`src/rtl/hdp_pkg.sv`:
```
`timescale 1ns/1ps
package hdp_pkg;
  localparam int ADDR_W    = 16;
  localparam int DATA_W    = 16;
  localparam int COUNT_W   = 16;
  localparam int BYTE_W    = 8;
  localparam int STA_BYTES = 6;

  localparam logic [ADDR_W-1:0] REG16_LIMIT = 16'h0020;
  localparam logic [ADDR_W-1:0] RAM8_BASE   = 16'h4000;
  localparam logic [ADDR_W-1:0] RSV8_BASE   = 16'h6000;
  localparam logic [BYTE_W-1:0] SIG_WIDE    = 8'h57;
  localparam logic [BYTE_W-1:0] SIG_NARROW  = 8'h42;

  typedef enum logic [1:0] {
    RGN_RAM = 2'd0,
    RGN_REG = 2'd1,
    RGN_RSV = 2'd2
  } region_e;

  // Local map: which target an address reaches in the given mode.
  function automatic region_e classify(input logic [ADDR_W-1:0] a, input logic wide);
    if (wide) return (a < REG16_LIMIT) ? RGN_REG : RGN_RAM;
    if (a < RAM8_BASE) return RGN_REG;
    if (a < RSV8_BASE) return RGN_RAM;
    return RGN_RSV;
  endfunction

  // Register-area byte; narrow mode folds odd offsets onto even ones.
  function automatic logic [BYTE_W-1:0] reg_byte(input logic [4:0] off, input logic wide,
                                                 input logic [BYTE_W*STA_BYTES-1:0] sta);
    int slot;
    if (off[4:1] == 4'hF) return wide ? SIG_WIDE : SIG_NARROW;
    slot = wide ? int'(off) : int'(off[4:1]);
    if (slot < STA_BYTES) return sta[slot*BYTE_W +: BYTE_W];
    return '0;
  endfunction

  function automatic logic [ADDR_W-1:0] addr_step(input logic wide);
    return wide ? ADDR_W'(2) : ADDR_W'(1);
  endfunction

  function automatic logic [COUNT_W-1:0] count_after(input logic [COUNT_W-1:0] cnt,
                                                     input logic wide);
    logic [COUNT_W-1:0] dec;
    dec = wide ? COUNT_W'(2) : COUNT_W'(1);
    return (cnt > dec) ? cnt - dec : '0;
  endfunction

  function automatic logic count_is_last(input logic [COUNT_W-1:0] cnt, input logic wide);
    return wide ? (cnt <= COUNT_W'(2)) : (cnt <= COUNT_W'(1));
  endfunction

  function automatic logic [DATA_W-1:0] lane_fit(input logic [DATA_W-1:0] d, input logic wide);
    return wide ? d : {{(DATA_W-BYTE_W){1'b0}}, d[BYTE_W-1:0]};
  endfunction
endpackage

```
`src/rtl/hdp_decode.sv`:
```
`timescale 1ns/1ps
module hdp_decode #(
  parameter int AW    = hdp_pkg::ADDR_W,
  parameter int DW    = hdp_pkg::DATA_W,
  parameter int NSTA  = hdp_pkg::STA_BYTES
) (
  input  logic [AW-1:0]     addr,
  input  logic              wide,
  input  logic [8*NSTA-1:0] sta,
  output hdp_pkg::region_e  region,
  output logic [DW-1:0]     local_word
);
  localparam int PAD_W = DW - hdp_pkg::BYTE_W;

  always_comb begin
    region = hdp_pkg::classify(addr, wide);
    if (region == hdp_pkg::RGN_REG)
      local_word = {{PAD_W{1'b0}}, hdp_pkg::reg_byte(addr[4:0], wide, sta)};
    else
      local_word = '0;
  end
endmodule

```
`src/rtl/hdp_xfer_ctr.sv`:
```
`timescale 1ns/1ps
module hdp_xfer_ctr #(
  parameter int AW = hdp_pkg::ADDR_W,
  parameter int CW = hdp_pkg::COUNT_W
) (
  input  logic          clk,
  input  logic          rst_n,
  input  logic          load,
  input  logic [AW-1:0] load_addr,
  input  logic [CW-1:0] load_cnt,
  input  logic          wide,
  input  logic          advance,
  output logic [AW-1:0] cur_addr,
  output logic [CW-1:0] cur_cnt,
  output logic          last
);
  always_ff @(posedge clk or negedge rst_n) begin
    if (!rst_n) begin
      cur_addr <= '0;
      cur_cnt  <= '0;
    end else if (load) begin
      cur_addr <= load_addr;
      cur_cnt  <= load_cnt;
    end else if (advance) begin
      cur_addr <= cur_addr + hdp_pkg::addr_step(wide);
      cur_cnt  <= hdp_pkg::count_after(cur_cnt, wide);
    end
  end

  assign last = hdp_pkg::count_is_last(cur_cnt, wide);
endmodule

```
`src/rtl/hdp_hold.sv`:
```
`timescale 1ns/1ps
module hdp_hold #(
  parameter int DW = hdp_pkg::DATA_W
) (
  input  logic          clk,
  input  logic          rst_n,
  input  logic          clear,
  input  logic          fill,
  input  logic [DW-1:0] fill_data,
  input  logic          drain,
  output logic          valid,
  output logic [DW-1:0] data
);
  always_ff @(posedge clk or negedge rst_n) begin
    if (!rst_n) begin
      valid <= 1'b0;
      data  <= '0;
    end else if (clear) begin
      valid <= 1'b0;
    end else if (fill) begin
      valid <= 1'b1;
      data  <= fill_data;
    end else if (drain) begin
      valid <= 1'b0;
    end
  end
endmodule

```
`src/rtl/host_data_port.sv`:
```
`timescale 1ns/1ps
module host_data_port (
  input  logic        clk,
  input  logic        rst_n,
  input  logic        mode16,
  input  logic        xfer_start,
  input  logic        xfer_write,
  input  logic [15:0] xfer_addr,
  input  logic [15:0] xfer_count,
  output logic        xfer_done,
  input  logic [47:0] station_addr,
  input  logic        host_rd,
  input  logic        host_wr,
  input  logic [15:0] host_wdata,
  output logic [15:0] host_rdata,
  output logic        host_rdy,
  output logic        mem_req,
  output logic        mem_we,
  output logic [15:0] mem_addr,
  output logic [15:0] mem_wdata,
  input  logic        mem_ack,
  input  logic [15:0] mem_rdata
);
  localparam int AW = hdp_pkg::ADDR_W;
  localparam int DW = hdp_pkg::DATA_W;
  localparam int CW = hdp_pkg::COUNT_W;

  logic active_q, dir_wr_q, wide_q, done_q;
  logic [AW-1:0] cur_addr;
  logic [CW-1:0] cur_cnt;
  logic          last;
  logic          hold_valid;
  logic [DW-1:0] hold_data;
  hdp_pkg::region_e region;
  logic [DW-1:0] local_word;

  // Named events, also observed by the checker.
  logic rd_dir, wr_dir, on_ram;
  logic rd_fill_mem, rd_fill_loc, rd_filled;
  logic host_take, wr_take, wr_commit_mem, wr_drop, wr_retire, advance;
  logic hold_fill;
  logic [DW-1:0] hold_fill_data;

  hdp_decode #(.AW(AW), .DW(DW), .NSTA(hdp_pkg::STA_BYTES)) decode_i (
    .addr(cur_addr), .wide(wide_q), .sta(station_addr),
    .region(region), .local_word(local_word)
  );

  hdp_xfer_ctr #(.AW(AW), .CW(CW)) ctr_i (
    .clk(clk), .rst_n(rst_n), .load(xfer_start), .load_addr(xfer_addr),
    .load_cnt(xfer_count), .wide(wide_q), .advance(advance),
    .cur_addr(cur_addr), .cur_cnt(cur_cnt), .last(last)
  );

  hdp_hold #(.DW(DW)) hold_i (
    .clk(clk), .rst_n(rst_n), .clear(xfer_start), .fill(hold_fill),
    .fill_data(hold_fill_data), .drain(host_take | wr_retire),
    .valid(hold_valid), .data(hold_data)
  );

  always_comb begin
    rd_dir        = active_q & ~dir_wr_q;
    wr_dir        = active_q & dir_wr_q;
    on_ram        = (region == hdp_pkg::RGN_RAM);
    rd_fill_mem   = rd_dir & ~hold_valid & on_ram;
    rd_fill_loc   = rd_dir & ~hold_valid & ~on_ram;
    rd_filled     = (rd_fill_mem & mem_ack) | rd_fill_loc;
    host_take     = host_rd & rd_dir & hold_valid;
    wr_take       = host_wr & wr_dir & ~hold_valid;
    wr_commit_mem = wr_dir & hold_valid & on_ram;
    wr_drop       = wr_dir & hold_valid & ~on_ram;
    wr_retire     = (wr_commit_mem & mem_ack) | wr_drop;
    advance       = host_take | wr_retire;
    hold_fill     = rd_filled | wr_take;
    if (wr_take)          hold_fill_data = hdp_pkg::lane_fit(host_wdata, wide_q);
    else if (rd_fill_loc) hold_fill_data = local_word;
    else                  hold_fill_data = hdp_pkg::lane_fit(mem_rdata, wide_q);
  end

  always_ff @(posedge clk or negedge rst_n) begin
    if (!rst_n) begin
      active_q <= 1'b0;
      dir_wr_q <= 1'b0;
      wide_q   <= 1'b1;
      done_q   <= 1'b0;
    end else if (xfer_start) begin
      active_q <= |xfer_count;
      dir_wr_q <= xfer_write;
      wide_q   <= mode16;
      done_q   <= ~|xfer_count;
    end else if (advance && last) begin
      active_q <= 1'b0;
      done_q   <= 1'b1;
    end
  end

  assign mem_req    = rd_fill_mem | wr_commit_mem;
  assign mem_we     = wr_dir;
  assign mem_addr   = cur_addr;
  assign mem_wdata  = hold_data;
  assign host_rdy   = ~((host_rd & rd_dir & ~hold_valid) | (host_wr & wr_dir & hold_valid));
  assign host_rdata = (rd_dir & hold_valid) ? hold_data : '0;
  assign xfer_done  = done_q;
endmodule

```
`config.mk`:
```
export PLATFORM = sky130hd
export DESIGN_NAME = host_data_port
export DESIGN_NICKNAME = d
export VERILOG_FILES = /design/src/rtl/hdp_pkg.sv /design/src/rtl/hdp_decode.sv /design/src/rtl/hdp_xfer_ctr.sv /design/src/rtl/hdp_hold.sv /design/src/rtl/host_data_port.sv
export SDC_FILE = /design/constraint.sdc
export NUM_CORES = 1
export LEC_CHECK = 0
export CAP_MARGIN = 0
export CORE_ASPECT_RATIO = 0.75
export CORE_MARGIN = 4
export CORE_UTILIZATION = 45
export CTS_CLUSTER_DIAMETER = 50
export CTS_CLUSTER_SIZE = 25
export DETAILED_ROUTE_END_ITERATION = 8
export PLACE_DENSITY = 0.81
export SYNTH_ARGS = -nofsm -noshare
export SYNTH_HDL_FRONTEND = slang
export SYNTH_HIERARCHICAL = 1
export SYNTH_SLANG_ARGS = --single-unit
```
`constraint.sdc`:
```
create_clock -name clk -period 3.42 [get_ports clk]
set_input_delay 0.513 -clock clk [delete_from_list [all_inputs] [get_ports clk]]
set_output_delay 0.513 -clock clk [all_outputs]
set_load 0.05 [all_outputs]
```
=== After elaboration in Yosys (flattened, before gate mapping) ===
Cells that the tools add are included.

* Register bits after elaboration: 53
* Word-level logic and storage cells: 100
* Memory bits (read-only): 0
* Output and inout bits: 52
* Memory bits (writable): 0
* Bits in latches: 0
* Memories: 0
* Input port bits: 120

* Div/mod/pow operators: 0
* $mul: 0
* $add $sub $neg: 2
* Magnitude comparators: 7
* Reductions and logical operators: 8
* Muxes and demuxes: 44
* Shifts and indexed selects: 1
* Eq/ne operators: 2
* Bitwise gates (word level): 28

{| class="wikitable"
|+ Operators by type and width
! cell !! number
|-
| $mux W16 || 10
|-
| $shiftx A48 B32 Y8 || 1
|-
| $mux W8 || 5
|-
| $lt A16 B15 Y1 const B || 2
|-
| $lt A32 B4 Y1 const B || 1
|-
| $mux W1 || 20
|-
| $and A1 B1 Y1 || 17
|-
| $add A16 B16 Y16 || 1
|-
| $gt A16 B16 Y1 || 1
|-
| $le A16 B1 Y1 const B || 1
|-
| $le A16 B2 Y1 const B || 1
|-
| $lt A16 B6 Y1 const B || 1
|-
| $reduce_or A16 Y1 || 1
|-
| $sub A16 B16 Y16 || 1
|-
| $mux W2 || 7
|-
| $mux W5 || 2
|-
| $or A1 B1 Y1 || 6
|-
| $not A1 Y1 || 5
|-
| $eq A4 B4 Y1 const B || 1
|-
| $reduce_bool A2 Y1 || 2
|-
| $reduce_bool A3 Y1 || 1
|-
| $eq A2 B1 Y1 const B || 1
|-
| $logic_not A2 Y1 || 1
|-
| $reduce_and A2 Y1 || 1
|-
| other kinds (2) || 2
|}

=== Logic depth before layout (Yosys ltp) ===
Gate-level depths: netlist (run 1).

* Depth in word-level cells: 17
* Depth in mapped cells: 13
* Depth with buffers taken out: 11

=== Modules after synthesis ===
The synthesis (run 1) kept the hierarchy.

{| class="wikitable"
|+ By module, submodules not included
! module !! cells an instance !! instances !! seq. area each (µm²) !! area each (µm²)
|-
| hdp_xfer_ctr || 222 || 1 || 800.8 || 1985.7
|-
| hdp_decode || 154 || 1 || 0.0 || 1059.8
|-
| host_data_port || 133 || 1 || 101.3 || 868.3
|-
| hdp_hold || 39 || 1 || 425.4 || 703.2
|}

=== Worst setup path before layout (run 1) ===
Ideal clock, no wire load.

* Path type: register to register
* Start: register ctr_i.cur_addr[9]
* End: register ctr_i.cur_cnt[5]
* Path slack: 293 ps
* Clock period less this slack: 3127 ps
* Stages on the path, launching flop included: 11
* Path buffers: 0
* Setup time: 79 ps
* Required time: 3341 ps
* Arrival: 3047 ps
* Cell sequence: dfrtp_1 -> nor4_1 -> nand3_1 -> a211o_1 -> inv_1 -> nor3_1 -> o21ai_0 -> o211ai_1 -> or3_1 -> or3_1 -> a2bb2oi_1

* Cells in the longest elaborated chain, start to end: 14
* Elaborated cells on any way between the ends: 23
* Classes of those cells: 3 x order compare; 12 x mux; 6 x bitwise; 2 x reduce/logical

{| class="wikitable"
|+ RTL lines
! item !! line !! text
|-
| from (decl) || hdp_xfer_ctr.sv:13 || <nowiki>output logic [AW-1:0] cur_addr,</nowiki>
|-
| from (signal assigned) || hdp_xfer_ctr.sv:22 || <nowiki>cur_addr <= load_addr;</nowiki>
|-
| from (signal assigned) || hdp_xfer_ctr.sv:25 || <nowiki>cur_addr <= cur_addr + hdp_pkg::addr_step(wide);</nowiki>
|-
| $lt A16 B6 Y1 || hdp_pkg.sv:23 || <nowiki>if (wide) return (a < REG16_LIMIT) ? RGN_REG : RGN_RAM;</nowiki>
|-
| $mux W1 || hdp_pkg.sv:23 ||
|-
| $mux W2 || hdp_pkg.sv:23 ||
|-
| $mux W2 || hdp_pkg.sv:24 || <nowiki>if (a < RAM8_BASE) return RGN_REG;</nowiki>
|-
| $mux W2 || hdp_pkg.sv:25 || <nowiki>if (a < RSV8_BASE) return RGN_RAM;</nowiki>
|-
| $mux W2 || hdp_pkg.sv:26 || <nowiki>return RGN_RSV;</nowiki>
|-
| $mux W2 || hdp_pkg.sv:25 ||
|-
| $mux W2 (*) || hdp_pkg.sv:24 ||
|-
| named net region[0] || host_data_port.sv:34 || <nowiki>hdp_pkg::region_e region;</nowiki>
|-
| $logic_not A2 Y1 (*) || host_data_port.sv:64 || <nowiki>on_ram = (region == hdp_pkg::RGN_RAM);</nowiki>
|-
| $and A1 B1 Y1 / $not A1 Y1 (equally long branches) || host_data_port.sv:70, host_data_port.sv:71 ||
|-
| $and A1 B1 Y1 (on tied branches) || host_data_port.sv:72, host_data_port.sv:71 ||
|-
| $or A1 B1 Y1 (*) || host_data_port.sv:72 || <nowiki>wr_retire = (wr_commit_mem & mem_ack) | wr_drop;</nowiki>
|-
| $or A1 B1 Y1 (*) || host_data_port.sv:73 || <nowiki>advance = host_take | wr_retire;</nowiki>
|-
| named net advance || host_data_port.sv:40 || <nowiki>logic host_take, wr_take, wr_commit_mem, wr_drop, wr_retire, advance;</nowiki>
|-
| $reduce_bool A2 Y1 (no source line) (*) || - ||
|-
| to (signal assigned) || hdp_xfer_ctr.sv:23 || <nowiki>cur_cnt <= load_cnt;</nowiki>
|-
| to (signal assigned) || hdp_xfer_ctr.sv:26 || <nowiki>cur_cnt <= hdp_pkg::count_after(cur_cnt, wide);</nowiki>
|-
| to (decl) || hdp_xfer_ctr.sv:14 || <nowiki>output logic [CW-1:0] cur_cnt,</nowiki>
|}

Mark *: on every way through the listed nets, which the timed path passes. The rest lies on a longest branch. The select of a mux whose other input is x is not followed.
A chain may end at the register's enable or synchronous reset.

=== Worst setup path in the final report (run 1) ===
* Start: register wide_q
* End: output mem_req

* Cells in the longest elaborated chain, start to end: 5
* Elaborated cells on any way between the ends: 6
* Classes of those cells: 2 x mux; 3 x bitwise; 1 x reduce/logical

{| class="wikitable"
|+ RTL lines
! item !! line !! text
|-
| from (decl) || host_data_port.sv:28 || <nowiki>logic active_q, dir_wr_q, wide_q, done_q;</nowiki>
|-
| from (signal assigned) || host_data_port.sv:89 || <nowiki>wide_q <= mode16;</nowiki>
|-
| $mux W1 (*) || hdp_pkg.sv:23 ||
|-
| $mux W2 (*) || hdp_pkg.sv:24 ||
|-
| named net region[1] || host_data_port.sv:34 ||
|-
| $logic_not A2 Y1 (*) || host_data_port.sv:64 ||
|-
| $and A1 B1 Y1 (on tied branches) || host_data_port.sv:65, host_data_port.sv:70 ||
|-
| $or A1 B1 Y1 (*) || host_data_port.sv:97 || <nowiki>assign mem_req = rd_fill_mem | wr_commit_mem;</nowiki>
|-
| to (decl) || host_data_port.sv:17 || <nowiki>output logic mem_req,</nowiki>
|}

Mark *: on every way through the listed nets, which the timed path passes. The rest lies on a longest branch.

==> results by group, run 1 <==
Floorplan
  • Die Span Y: 95.7 um
  • Die area: 0.0120 sq mm
  • Core footprint: between 0.009 and 0.01 sq mm
  • Num rows: 31
  • I/O pin count: between 150 and 200
  • Initial core utilization: 47.0%
  • Die Span X: 125 um

Synth
  • Synth cell types: 80
  • Synth top area share: 28.2%
  • Yosys warns: 6
  • Yosys reg bits: 53
  • Post-synthesis cell count: 548
  • Register area share after synthesis: 28.8%
  • Post-synth EDFFs: 0
  • Syn Area/Cell: 8.43 sq um
  • Largest area contributor in the netlist: dfrtp_1
  • Synthesized cell area: 0.00462 sq mm
  • Ys async rst share: 100%
  • Ranking of synthesized cells by area: dfrtp_1 (28%), nand3_1 (5.2%), o21ai_0 (4.8%)
  • Top FF cell, synth: dfrtp_1

Worst setup path
  • R2r setup slk: 0.44 ns
  • CP Max Fanout: 26
  • Crit-path max cell delay: between 0.7 and 0.8 ns
  • CP Capture Type: primary output
  • Worst r2r src: ctr_i/cur_addr[10]
  • Slowest stage cell on the critical path: dfstp_2
  • Arr. time, crit path: between 2 and 3 ns
  • Critical Path RT: 2.91 ns
  • Reg2reg end: ctr_i/cur_cnt[5]
  • CP Launch Type: flop
  • Reg2Reg Depth: 10
  • Crit path cell chain: buf_4 > nor2_1 > nor2_2 > and3_1 > buf_12
  • Critical path type: reg2out

Power
  • Pwr Total: 2.83 mW
  • Clock network power share: about a fifth
  • Internal Pwr Total: between 1.5 and 2 mW
  • Worst vdd ir: 0.240 mV
  • Leak pwr: 2.47 nW
  • Seq pwr share: around a third
  • Psw: about 1.2 mW
  • Switching Share: 42.6%
  • Comb pwr share: 49.4%
  • Cell Pwr Density: 439 mW/mm^2

STA
  • Max transition margin: 36.5%
  • Final Hold Vio Count: 0
  • Final max-slew violation count: 0
  • RSZ-0062 raised after global routing: no
  • Min Tclk post-route: 3.10 ns
  • Final setup viols: 0
  • Total negative slack: 0 ns
  • Slew @ Worst Pin: 0.953 ns
  • Clock skew: 0.00568 ns
  • Final worst setup slack: 0.323 ns
  • Final worst path period share: about nine tenths
  • Fmax: 0.323 GHz

Layout
  • Area grow syn2layout: 39.4%
  • Antenna diodes: 0
  • Fill cell count: 832
  • Proportion of layout cells with a drive suffix above 1: 9.21%
  • Design Area, Final: 0.00643 sq mm
  • Layout net count: 820

Placement
  • DP Wirelength: 11.6 mm
  • I/O Buffers: 171
  • GP Congestion: a little over 0.9
  • Placed cell area: ~0.0063 sq mm
  • Pre-CTS WS: 0.373 ns

Drt
  • DR DRC count: 0
  • Detailed-route wire length: 15.0 mm
  • Final ANT Viol Nets: 0
  • Vias/cell: 5.86
  • Vias post-DR: just under 5000
  • Starting DRT DRC Count: 366
  • Routed len/inst: roughly 18 um
  • Drt pass-1 iters: 5

Global routing
  • First-pass GRT wire length: 23.7 mm
  • Total track usage: 24.4%
  • Largest net degree at the start of global routing: 52
  • Total gr overflow: 0
  • Number of global-route vias before repair: 4569
  • Initial antenna violation count: 0

Status
  • Status: finished, final reports clean

Clock network
  • Post-CTS Hold Buffers: 0
  • Root Buffer: clkbuf_16
  • CTS buffer count: 5
  • Later-pin clock latency in the skew report: ~0.3 ns
  • Sink Count: 53
  • Longest Clk Path Bufs: 2
  • Postcts setup bufs: 0
  • H-tree depth: 2
  • CTS tree: built
  • Worst-path clk slew: 0.07 ns

Hold path
  • Hold Crit Class: in2async

Job
  • Max_cap viols: 0
## timing repair
action | in CTS | in global routing
endpoints found under the setup margin | 0 | 3
gates resized for setup | 0 | 2
endpoints found under the hold margin | 0 | 0
## sequential cells by signal, summed over array words and instances (netlist names)
signal / cells
wide_q: 1
active_q: 1
dir_wr_q: 1
xfer_done: 1
ctr_i/cur_cnt: 16
hold_i/data: 16
ctr_i/cur_addr: 16
hold_i/valid: 1
## how the worst max path moves through the flow
stage	cells after the start	slack (ns)	start	end
floorplan	10	0.29	ctr_i/cur_addr[9]	ctr_i/cur_cnt[5]
global placement	10	0.43	ctr_i/cur_addr[9]	ctr_i/cur_cnt[5]
detailed placement	10	0.37	ctr_i/cur_addr[10]	ctr_i/cur_cnt[5]
CTS	5	0.06	wide_q	mem_req
global route	11	0.08	ctr_i/cur_addr[9]	ctr_i/cur_cnt[10]
finish	5	0.32	wide_q	mem_req
## final cells by class
| type | count | area (sq um) | share of cell area, % |
|---|---|---|---|
| clock buffer | 5 | 125 | 1.94 |
| tap | 132 | 165 | 2.57 |
| multi-input combinational | 439 | 2960 | 46.0 |
| inverter | 16 | 60.1 | 0.933 |
| sequential | 53 | 1330 | 20.6 |
| clock inverter | 3 | 26.3 | 0.408 |
| timing repair buffer | 179 | 1770 | 27.5 |
## critical path: cells and delay by family (launching register included)
family	cells	cell delay (ns)
AND/OR/NAND/NOR	3	0.96
buffers and inverters	2	0.52
flip-flops	1	0.79
## cell families (layout without fill, tap and decap cells)
family | count (synthesis) | in the layout | share of synthesized area [%]
AOI/OAI and AO/OA | 154 | 154 | 22.2
xor gates and xnor gates | 16 | 16 | 3.04
adders and majority gates | 6 | 6 | 1.95
buffers and inverters | 63 | 203 | 7.86
DFF | 53 | 53 | 28.8
muxes | 35 | 35 | 9.57
other | 1 | 8 | 0.0812
and+or+nand+nor | 220 | 220 | 26.6
## layout by cell type (no fill, tap or decap), types with 3 or more instances in the layout
cell             count
xor2_1              11
nand2_1             41
a32oi_1              4
or3_1                5
o22ai_1             13
mux2i_1             10
a211oi_1             7
nand3_1             48
nor2_1              23
o221ai_1             6
o211ai_1             5
and2_1              22
clkdlybuf4s50_1    168
mux2_4              10
conb_1               8
nand3b_1             6
ha_1                 4
o2111ai_1            9
and3_1               7
or2_2                3
or4_1                4
dfrtp_1             52
nor3_1              15
o21a_1               4
nor2b_1              9
clkbuf_16            5
xnor2_1              5
o21ai_0             43
inv_1               15
nand2b_1             6
a2bb2oi_1            4
a21oi_1             24
and4b_1              3
buf_4                8
a31oi_1             13
mux2_2              13
nand4_1              6
## power by group through the flow
stage | Clock [mW] | Combinational, mW | Sequential, mW
floorplan | 0 | 0.618 | 1.18
global placement | 0 | 1.38 | 0.903
detailed placement | 0 | 1.39 | 0.912
CTS | 0.547 | 1.40 | 0.900
global route | 0.572 | 1.48 | 0.926
finish | 0.528 | 1.40 | 0.903
## per-layer routing
| metal | up-vias | share of wire [%] | GRT usage (%) |
|---|---|---|---|
| met1 | 2270 | 46 | 34.4 |
| met3 | 15 | 8.2 | 5.38 |
| li1 | 2325 | - | - |
| met2 | 235 | 45 | 39.0 |
| met4 | 0 | 0.81 | 4.78 |
| met5 | - | 0 | 0 |
## synth_stat cells, types with 6 or more instances
master	count
dfrtp_1	52
nand3_1	48
o21ai_0	44
nand2_1	41
a21oi_1	24
nor2_1	24
and2_1	22
clkbuf_1	18
inv_1	15
nor3_1	15
a31oi_1	13
mux2_2	13
o22ai_1	13
xor2_1	11
mux2_4	10
mux2i_1	10
buf_2	9
buf_4	9
nor2b_1	9
o2111ai_1	9
a211oi_1	7
and3_1	7
buf_6	7
nand2b_1	6
nand3b_1	6
nand4_1	6
o221ai_1	6
## metrics by stage
step                hold slack, ns  util, %  instances
finish                       0.363     65.6        827
global route                 0.445     65.6        827
CTS                          0.398     65.5        827
detailed placement           0.496     64.0        819
global placement             0.496     64.0        819
floorplan                    0.217        -        555
Power figures use the tool's default switching activity.
==> run 2: changes to the inputs <==
- DONT_BUFFER_PORTS: unset -> 1
- PLACE_DENSITY: 0.81 -> unset
- clock period: 3.42 -> 2.75 ns (I/O delays scaled with it)
==> run 2 against run 1 <==
Compared with the run above: final area decreased by 21%; combinational power decreased by 24%; worst hold slack got worse by 0.18 ns; first-iteration DRC count decreased by 12%; die area unchanged; via count decreased by 9.6%; final cell count decreased by 17%; register-to-register slack got worse by 0.30 ns; power increased by 12%; core utilization decreased by 14 points; clock-buffer cell count increased by 1; wire length decreased by 8.5%; critical path type is now reg2reg.
==> results by group, run 2 (synthesized netlist as in run 1, its figures left out) <==
Hold path
  • Hold path endpoint: hold_i/valid
  • Hold_sp: xfer_start
  • Hold Crit Class: in2reg
  • Hold path cells: 1

Global routing
  • Largest net degree at the start of global routing: a little under 70
  • First-pass GRT wire length: 21.9 mm
  • Initial antenna violation count: 0
  • Total gr overflow: 0
  • Number of global-route vias before repair: 4258
  • Total track usage: about 22%

Power
  • Pwr Total: 3.16 mW
  • Worst vdd ir: around 0.31 mV
  • Cell Pwr Density: a little over 600 mW/mm^2
  • Leak pwr: approximately 2 nW

STA
  • Final Hold Vio Count: 0
  • Final max-slew violation count: 0
  • Max transition margin: approximately 60%
  • Min Tclk post-route: 2.61 ns
  • Fmax: 0.384 GHz
  • Final worst setup slack: 0.145 ns
  • Slew @ Worst Pin: 0.604 ns
  • Hold Slack: 0.181 ns
  • Final setup viols: 0
  • Clock skew: 0.00629 ns
  • Final worst path period share: 94.7%

Placement
  • I/O Buffers: 0
  • Inst Count DP: 679
  • GP Congestion: 0.906
  • DP Wirelength: around 10 mm
  • Pre-CTS WS: 0.0475 ns

Worst setup path
  • Arr. time, crit path: 2.84 ns
  • Reg2Reg Depth: 9
  • Worst r2r src: wide_q
  • CP Capture Type: flop
  • Reg2reg end: hold_i/data[4]
  • Critical path type: reg2reg
  • CP Launch Type: flop
  • R2r setup slk: 0.14 ns
  • Critical Path RT: 2.98 ns
  • CP Max Fanout: 27

Drt
  • Starting DRT DRC Count: between 300 and 400
  • DR DRC count: 0
  • Routed len/inst: 19.8 um
  • Final ANT Viol Nets: 0
  • Vias post-DR: 4381
  • Vias/cell: 6.35
  • Detailed-route wire length: 13.7 mm
  • Drt pass-1 iters: 5

Layout
  • Largest registers: ctr_i/cur_addr x16, ctr_i/cur_cnt x16, hold_i/data x16
  • Proportion of layout cells with a drive suffix above 1: between 10% and 20%
  • Most frequent cells in the layout: dfrtp_1 (49), nand3_1 (48), o21ai_0 (42)
  • Antenna diodes: 0
  • Area grow syn2layout: 9.86%
  • Final non-filler cell total: 690
  • Layout net count: 683
  • Post-route core utilization: 51.7%
  • Most common cell after layout, fill and taps aside: dfrtp_1

Floorplan
  • Die Span Y: 95.7 um
  • Num rows: 31
  • Core footprint: roughly 0.0098 sq mm
  • Die area: 0.0120 sq mm
  • I/O pin count: ~170
  • Die Span X: between 100 and 150 um
  • Initial core utilization: 47.0%

Status
  • Status: finished, final reports clean

Clock network
  • Longest Clk Path Bufs: 2
  • CTS tree: built
  • Sink Count: 53
  • Worst-path clk slew: 0.07 ns
  • Root Buffer: clkbuf_16
  • CTS buffer count: 5
  • H-tree depth: 2
  • Later-pin clock latency in the skew report: 0.30 ns

Job
  • Max_cap viols: 0
run 2: changes by cell type in the layout (fill, tap and decap cells not counted), sizes merged:
cell / before / now
inv: 16 / 15
clkinv: 1 / 3
buf: 11 / 41
dlygate4sd3: 0 / 1
clkdlybuf4s50: 168 / 0
clkbuf: 5 / 6
clkinvlp: 2 / 0
run 2: worst max path at each step:
stage | end | slack (ns) | cells past startpoint | from
floorplan | ctr_i/cur_cnt[5] | 0.0004 | 10 | ctr_i/cur_addr[6]
global placement | ctr_i/cur_cnt[7] | 0.12 | 12 | ctr_i/cur_addr[10]
detailed placement | ctr_i/cur_cnt[10] | 0.05 | 12 | ctr_i/cur_addr[10]
CTS | ctr_i/cur_cnt[10] | 0.01 | 12 | ctr_i/cur_addr[10]
global route | ctr_i/cur_cnt[5] | -0.07 | 11 | ctr_i/cur_addr[10]
finish | hold_i/data[4] | 0.14 | 9 | wide_q
run 2: where the power goes:
group          switching (mW)  internal [mW]  leakage [nW]  total [mW]
logic                   0.602          0.453          1.29        1.06
clock network           0.310          0.364        0.0768       0.674
registers               0.509          0.920         0.636        1.43
run 2: area by class of cell:
cell class | count | area (sq um)
inverters | 16 | 60.1
multi-input cells | 439 | 3000
fillers | 948 | 4740
repair buffers | 42 | 367
flip-flops and latches | 53 | 1330
well taps | 132 | 165
clock buffers | 6 | 139
clock inverters | 2 | 13.8
run 2: what timing repair did:
action                     4_1_cts  5_1_grt
pin swaps                        0        3
hold endpoints to repair        53        0
hold buffers                     2        0
setup buffers                    0        1
setup endpoints to repair        1       20
resized for setup                1       13
run 2: routing by layer:
layer | wire (um) | track usage [%]
met4 | 130 | 4.51
met2 | 6260 | 36.2
met1 | 6130 | 30.7
met5 | 0 | 0
met3 | 1160 | 5.44
run 2: critical path, cell delays in order (launching register included):
cell and delay, ns:
dfstp_2 0.56, buf_4 0.22, buf_4 0.32, nand2_1 0.17, or3_1 0.38, o21a_1 0.13
a211oi_1 0.24, nand3_1 0.14, a31oi_1 0.20, mux2_4 0.17
run 2: per-stage QoR:
| stage | instance area, sq um | setup TNS [ns] |
|---|---|---|
| after detailed placement | 4830 | 0 |
| final | 5070 | 0 |
| after global routing | 5070 | -0.149 |
| after global placement | 4830 | 0 |
| after floorplan | 4650 | 0 |
| after CTS | 5020 | 0 |
